`src/rtl/cc_chan_pkg.sv`:
```
package cc_chan_pkg;

  localparam logic [1:0] EDGE_NONE = 2'd0;
  localparam logic [1:0] EDGE_RISE = 2'd1;
  localparam logic [1:0] EDGE_FALL = 2'd2;
  localparam logic [1:0] EDGE_BOTH = 2'd3;

  localparam logic [1:0] SEL_PIN_A = 2'd0;
  localparam logic [1:0] SEL_PIN_B = 2'd1;
  localparam logic [1:0] SEL_LOW   = 2'd2;
  localparam logic [1:0] SEL_HIGH  = 2'd3;

  // strobes from control to datapath
  typedef struct packed {
    logic loadCapture;
    logic loadWrite;
    logic setFlag;
  } ccStrobe_t;

endpackage

```
`src/rtl/cc_chan_ctrl.sv`:
```
module cc_chan_ctrl
  import cc_chan_pkg::*;
#(
  parameter int SYNC_STAGES = 2
) (
  input  logic       clk,
  input  logic       rstN,
  input  logic       capInA,
  input  logic       capInB,
  input  logic [1:0] inSel,
  input  logic       capModeEn,
  input  logic [1:0] edgeSel,
  input  logic       wrEn,
  input  logic       cmpEq,
  output ccStrobe_t  strb
);

  localparam int LAST = SYNC_STAGES - 1;

  logic             selLevel;
  logic [LAST:0]    syncQ;
  logic             prevLvl;
  logic             modeQ;
  logic             riseSeen;
  logic             fallSeen;
  logic             edgeHit;
  logic             capTrig;

  always_comb begin
    unique case (inSel)
      SEL_PIN_A: selLevel = capInA;
      SEL_PIN_B: selLevel = capInB;
      SEL_LOW:   selLevel = 1'b0;
      default:   selLevel = 1'b1;
    endcase
  end

  // synchronizer chain plus one history stage for edge detection
  always_ff @(posedge clk or negedge rstN) begin
    if (!rstN) begin
      syncQ   <= '0;
      prevLvl <= 1'b0;
      modeQ   <= 1'b0;
    end else begin
      syncQ[0] <= selLevel;
      for (int i = 1; i < SYNC_STAGES; i++) syncQ[i] <= syncQ[i-1];
      prevLvl <= syncQ[LAST];
      modeQ   <= capModeEn;
    end
  end

  assign riseSeen = syncQ[LAST] & ~prevLvl;
  assign fallSeen = ~syncQ[LAST] & prevLvl;

  always_comb begin
    unique case (edgeSel)
      EDGE_RISE: edgeHit = riseSeen;
      EDGE_FALL: edgeHit = fallSeen;
      EDGE_BOTH: edgeHit = riseSeen | fallSeen;
      default:   edgeHit = 1'b0;
    endcase
  end

  // a capture on the first cycle of capture mode is dropped
  assign capTrig = capModeEn & modeQ & edgeHit;

  always_comb begin
    strb.loadCapture = capTrig;
    strb.loadWrite   = wrEn & ~capTrig;
    strb.setFlag     = capTrig | (~capModeEn & cmpEq);
  end

endmodule

```
`src/rtl/cc_chan_datapath.sv`:
```
module cc_chan_datapath
  import cc_chan_pkg::*;
#(
  parameter int TIMER_W = 16
) (
  input  logic               clk,
  input  logic               rstN,
  input  ccStrobe_t          strb,
  input  logic [TIMER_W-1:0] timerCount,
  input  logic [TIMER_W-1:0] wrData,
  input  logic               intAck,
  input  logic               rdStrobe,
  output logic [TIMER_W-1:0] regValue,
  output logic               flag,
  output logic               overflow,
  output logic               cmpEq
);

  logic [TIMER_W-1:0] regQ;
  logic               flagQ;
  logic               ovfQ;
  logic               unreadQ;

  assign cmpEq = (timerCount == regQ);

  always_ff @(posedge clk or negedge rstN) begin
    if (!rstN) begin
      regQ    <= '0;
      flagQ   <= 1'b0;
      ovfQ    <= 1'b0;
      unreadQ <= 1'b0;
    end else begin
      if (strb.loadCapture)    regQ <= timerCount;
      else if (strb.loadWrite) regQ <= wrData;

      if (strb.setFlag)  flagQ <= 1'b1;
      else if (intAck)   flagQ <= 1'b0;

      if (rdStrobe)                         ovfQ <= 1'b0;
      else if (strb.loadCapture && unreadQ) ovfQ <= 1'b1;

      if (strb.loadCapture) unreadQ <= 1'b1;
      else if (rdStrobe)    unreadQ <= 1'b0;
    end
  end

  assign regValue = regQ;
  assign flag     = flagQ;
  assign overflow = ovfQ;

endmodule

```
`src/rtl/cap_cmp_channel.sv`:
```
module cap_cmp_channel
  import cc_chan_pkg::*;
#(
  parameter int TIMER_W     = 16,
  parameter int SYNC_STAGES = 2
) (
  input  logic               clk,
  input  logic               rstN,
  input  logic [TIMER_W-1:0] timerCount,
  input  logic               capInA,
  input  logic               capInB,
  input  logic [1:0]         inSel,
  input  logic               capModeEn,
  input  logic [1:0]         edgeSel,
  input  logic               intEnable,
  input  logic               intAck,
  input  logic               wrEn,
  input  logic [TIMER_W-1:0] wrData,
  input  logic               rdStrobe,
  output logic [TIMER_W-1:0] regValue,
  output logic               flag,
  output logic               irq,
  output logic               overflow
);

  ccStrobe_t strb;
  logic      cmpEq;

  cc_chan_ctrl #(.SYNC_STAGES(SYNC_STAGES)) u_ctrl (
    .clk       (clk),
    .rstN      (rstN),
    .capInA    (capInA),
    .capInB    (capInB),
    .inSel     (inSel),
    .capModeEn (capModeEn),
    .edgeSel   (edgeSel),
    .wrEn      (wrEn),
    .cmpEq     (cmpEq),
    .strb      (strb)
  );

  cc_chan_datapath #(.TIMER_W(TIMER_W)) u_dp (
    .clk        (clk),
    .rstN       (rstN),
    .strb       (strb),
    .timerCount (timerCount),
    .wrData     (wrData),
    .intAck     (intAck),
    .rdStrobe   (rdStrobe),
    .regValue   (regValue),
    .flag       (flag),
    .overflow   (overflow),
    .cmpEq      (cmpEq)
  );

  assign irq = flag & intEnable;

endmodule

```
`config.mk`:
```
export PLATFORM = sky130hd
export DESIGN_NAME = cap_cmp_channel
export DESIGN_NICKNAME = d
export VERILOG_FILES = /design/src/rtl/cc_chan_pkg.sv /design/src/rtl/cc_chan_ctrl.sv /design/src/rtl/cc_chan_datapath.sv /design/src/rtl/cap_cmp_channel.sv
export SDC_FILE = /design/constraint.sdc
export NUM_CORES = 1
export LEC_CHECK = 0
export BUFFER_PORTS_ARGS = -buffer_cell sky130_fd_sc_hd__clkbuf_2
export CAP_MARGIN = 25
export CORE_ASPECT_RATIO = 1.75
export CORE_MARGIN = 2
export CORE_UTILIZATION = 40
export CTS_CLUSTER_DIAMETER = 200
export DETAILED_ROUTE_END_ITERATION = 8
export PLACE_DENSITY = 0.71
export SYNTH_ARGS = -nofsm -noshare
export SYNTH_HDL_FRONTEND = slang
export SYNTH_SLANG_ARGS = --single-unit
```
`constraint.sdc`:
```
create_clock -name clk -period 4.5 [get_ports clk]
set_input_delay 0.9 -clock clk [delete_from_list [all_inputs] [get_ports clk]]
set_output_delay 0.9 -clock clk [all_outputs]
set_load 0.02 [all_outputs]
```
* Word level (Yosys, flattened, before mapping)
Cells that the tools add are included.
** Storage, ports and cells
- Word-level logic and storage cells :: 42
- Register bits :: 23
- Output and inout bits :: 19
- Input port bits :: 45
** Cells by class
- Muxes and demuxes :: 10
- Bitwise operators :: 13
- Equal/unequal tests :: 6
- Reduce and logical (&&, ||, !) cells :: 6
** Operators by type and width (number)
- 16-bit 2-to-1 mux :: 2
- 16-bit equality test :: 1
- 2-bit nonzero test :: 4
- 1-bit bitwise AND :: 7
- 2-bit equality test, second input constant :: 3
- 1-bit 2-to-1 mux :: 6
- 1-bit case mux with 3 select lines :: 2
- 2-bit by 1-bit equality test with 1-bit output, second input constant :: 2
- 1-bit inverter :: 4
- 2-bit zero test :: 1
- 1-bit bitwise OR :: 2
- 1-bit logical AND :: 1

* Logic depth before layout (Yosys ltp)
- Depth in word-level cells :: 9
- Mapped depth :: 7
- Gate-level depth less buffers :: 6

* Modules after synthesis
Synthesis repeated with hierarchy kept, for this count alone.
** Unflattened totals
- Cell total of the unflattened synthesis :: 121
- Area total of the unflattened synthesis :: 1265.0 um^2
** By module, submodules not included
- cc_chan_datapath :: sequential area each 475.5 um^2, instances 1, cells each 99, area each 1029.7 um^2
- cc_chan_ctrl :: sequential area each 100.1 um^2, instances 1, cells each 21, area each 229.0 um^2
- cap_cmp_channel :: sequential area each 0.0 um^2, instances 1, cells each 1, area each 6.3 um^2

* Worst setup path after synthesis
Ideal clock, no wire load.
- Kind :: in2out
- From :: in intEnable
- To :: out irq
- Setup slack :: 2.490 ns
- Path buffers :: 0
- Stages on the path :: 1
- Arrival :: 1.110 ns
- Cell sequence :: and2_1
** Between the ends
- Cells in the longest elaborated chain, start to end :: 1
** RTL lines
- from (decl) :: RTL line cap_cmp_channel.sv:15 : input logic intEnable,
- 1-bit bitwise AND :: RTL line cap_cmp_channel.sv:56 : assign irq = flag & intEnable;
- to (decl) :: RTL line cap_cmp_channel.sv:22 : output logic irq,
No other way between the ends.

* Worst setup path in the final report
Same ends and word-level chain as after synthesis.

==> results.py <==
metrics = {
    "placement": {
        "io_buffers": 63,
        "place_inst": 205,
        "pre_cts_ws_ns": 2.10,
        "dpl_cell_area_um2": 1660,
        "hpwl_mm": 2.36,
        "place_congestion": 0.690,
    },
    "drt": {
        "wl_per_cell_um": 13.9,
        "drt_iter0_markers": 19,
        "vias_per_cell": 4.85,
        "drtPass1Iterations": 2,
        "drc": 0,
        "ant_nets": 0,
        "vias": 1013,
        "drt_wl_total_mm": 2.90,
    },
    "finish": {
        "instances_no_fill": 209,
        "fin_area_um2": 1710,
        "area_growth_pct": 29.5,
        "nets": 214,
        "fillCellCount": 309,
        "multi_input_area_um2": 702,
        "ff_latch_area_um2": 576,
        "drive_above_1_share_pct": 62.0,
        "diodes": 0,
    },
    "logic_synthesis": {
        "synth_seq_cells": 23,
        "synthMuxAreaShare_pct": 29.6,
        "netlist.area_leader.share_pct": 43.7,
        "synth_top_family_by_area": "multiplexers",
        "synth-compound-area-share_pct": 4.75,
        "synthAdderAreaFrac_pct": 1.90,
        "ys_types": 25,
        "synth_xor_area_share_pct": 10.6,
        "synth_area_um2": 1320,
        "yosys-top-cells-area": "dfrtp_1, mux2_2, xnor2_1",
        "seq_area_frac_synth_pct": 43.7,
        "synth_top_cell_by_area": "dfrtp_1",
        "syn-mean-instance-area_um2": 12.9,
        "synth_nets": 149,
        "synth-simple-area-share_pct": 6.36,
        "synth-warning-count": 0,
        "synthCells": 102,
    },
    "cts": {
        "clock-sinks": 23,
        "clk_latency_ns": 0.26,
        "h-tree-depth": 1,
        "clockBufferDepth": 2,
        "ctsHoldBuffers": 0,
        "cts.repair.resized": 0,
        "cts_root_buf": "clkbuf_8",
        "clk_pin_slew_ns": 0.08,
        "cts_buffers": 3,
        "cts_setup_buffers": 0,
        "cts_tree": "yes",
    },
    "setup_path": {
        "crit_top_cell": "clkbuf_2",
        "regToRegSetupSlack_ns": 2.44,
        "required_ns": 3.60,
        "crit_start": "intEnable",
        "cp-start-kind": "input port",
        "crit_arrival_ns": 1.24,
        "criticalPathCategory": "input port to primary output",
        "end_kind": "primary output",
        "crit_fanout": 1,
        "critPathSlowestCell": "clkbuf_2",
        "r2r-start": "u_ctrl.prevLvl$_DFF_PN0_",
        "path_cells": "clkbuf_2 -> and2_1 -> clkbuf_2",
        "slowest_delay_ns": 0.15,
    },
    "floorplan": {
        "chipHeight_um": 79.9,
        "ioPinCount": 64,
        "die_area_um2": 3790,
        "fp.dieW_um": 47.4,
        "start_util_pct": 41.9,
        "rows": 27,
        "core_area_um2": 3140,
    },
    "sta": {
        "slew_violations": 0,
        "setup_tns_ns": 0,
        "post-route-min-period_ns": 2.14,
        "grt_setup_unrepaired": "no",
        "setup_slack_ns": 2.36,
        "setup_viol": 0,
        "timing.fmax_mhz": 467,
        "slew_headroom_pct": 53.3,
        "finalHoldViolCount": 0,
        "tightest_slew_ns": 0.699,
        "fin_skew_ns": 0.00152,
        "timing.final.crit_share_pct": 47.6,
    },
    "pwr": {
        "powerDensity_nw_per_um2": 314,
        "power_leakage_nw": 0.824,
        "p_clk_share_pct": 24.0,
        "netSwitchingPower_mw": 0.160,
        "finalPower_mw": 0.536,
        "p_seq_share_pct": 46.6,
        "combPwrFrac_pct": 29.4,
        "vdd_ir_drop_max_v": 0.000151,
        "p_int_mw": 0.376,
        "swShare_pct": 29.9,
    },
    "grt": {
        "grt_usage_pct": 16.1,
        "grt_pass1_vias": 1028,
        "grt_pass1_wl_mm": 4.28,
        "grt-ovfl-total": 0,
        "antenna_found_initial": 0,
        "grt_max_degree": 24,
    },
    "min_path": {
        "hold_start": "u_ctrl.syncQ[0]$_DFF_PN0_",
        "hold_class": "flip-flop to flip-flop",
    },
    "status": {
        "status": "finished clean",
    },
    "run": {
        "cap_violations": 0,
    },
}
cell usage after synthesis:
master	count
nand2_1	3
xnor2_1	15
nor2b_2	1
a21oi_4	1
o21a_1	1
buf_8	1
dfrtp_1	23
nor2_1	1
mux2_2	24
inv_1	4
a21oi_1	1
mux2_4	8
nand3b_1	1
nor3_1	2
buf_2	2
nand4_1	3
o21ai_0	1
and2_1	1
xor2_1	1
o21ai_2	1
ha_1	2
and2b_1	1
nand3_1	2
a21o_2	1
a221o_2	1
worst paths after layout:
kind                                                 end  depth (start not counted)
setup / recovery                                     irq                          3
hold / removal                 u_ctrl.syncQ[1]$_DFF_PN0_                          0
max in group asynchronous  u_dp.regValue[12]$_DFFE_PN0P_                          1
hold reg to reg                u_ctrl.syncQ[1]$_DFF_PN0_                          0
min in group asynchronous   u_dp.regValue[9]$_DFFE_PN0P_                          1
setup reg to reg            u_dp.regValue[9]$_DFFE_PN0P_                          6
cell usage in the layout (no fill, tap or decap), drive strengths merged, types with 2 or more instances in the layout:
| cell | count |
|---|---|
| nand3 | 2 |
| xnor2 | 15 |
| ha | 2 |
| dfrtp | 23 |
| nor3 | 2 |
| clkbuf | 67 |
| nand4 | 3 |
| nand2 | 3 |
| inv | 4 |
| mux2 | 32 |
| o21ai | 2 |
| a21oi | 2 |
area by class of cell:
| type | instances | share of cell area [%] |
|---|---|---|
| sequential | 23 | 33.7 |
| tap | 43 | 3.15 |
| clock buffer | 4 | 2.64 |
| inverter | 4 | 0.880 |
| timing repair buffer | 63 | 18.5 |
| multi-input combinational | 72 | 41.1 |
logic make-up after synthesis:
family	count (synthesis)
muxes	32
DFF	23
xor gates and xnor gates	16
and+or+nand+nor	15
AOI/OAI and AO/OA	7
buffers and inverters	7
adders and majority gates	2
power groups by stage:
stage	logic, mW	clock network, mW	registers, mW
5_1_grt	0.169	0.141	0.253
6_report	0.157	0.129	0.250
4_1_cts	0.160	0.133	0.250
3_5_place_dp	0.159	0	0.255
2_1_floorplan	0.0779	0	0.275
3_3_place_gp	0.154	0	0.252
registers in the layout (all words and copies together), names as in the netlist:
register / flops
u_dp.regValue: 16
u_ctrl.syncQ: 2
u_ctrl.modeQ: 1
u_ctrl.prevLvl: 1
u_dp.flag: 1
u_dp.overflow: 1
u_dp.unreadQ: 1
through the flow:
| step | utilization [%] | hold slack [ns] |
|---|---|---|
| 2_1_floorplan | - | 0.331 |
| 4_1_cts | 54.3 | 0.360 |
| 5_1_grt | 54.3 | 0.375 |
| 6_report | 54.3 | 0.359 |
| 3_5_place_dp | 52.9 | 0.342 |
| 3_3_place_gp | 52.9 | 0.335 |
per-layer routing:
layer	up-vias	part of all wire, %	track usage, %
li1	482	-	-
met1	491	34	14.9
met2	34	59	30.0
met3	6	4.7	2.94
met4	0	2.7	8.61
met5	-	0	0
critical path, delay by kind of cell:
kind                   cells  cell delay [ns]
buffers and inverters      2             0.23
and+or+nand+nor            1             0.12
(Power assumes the default switching activity.)
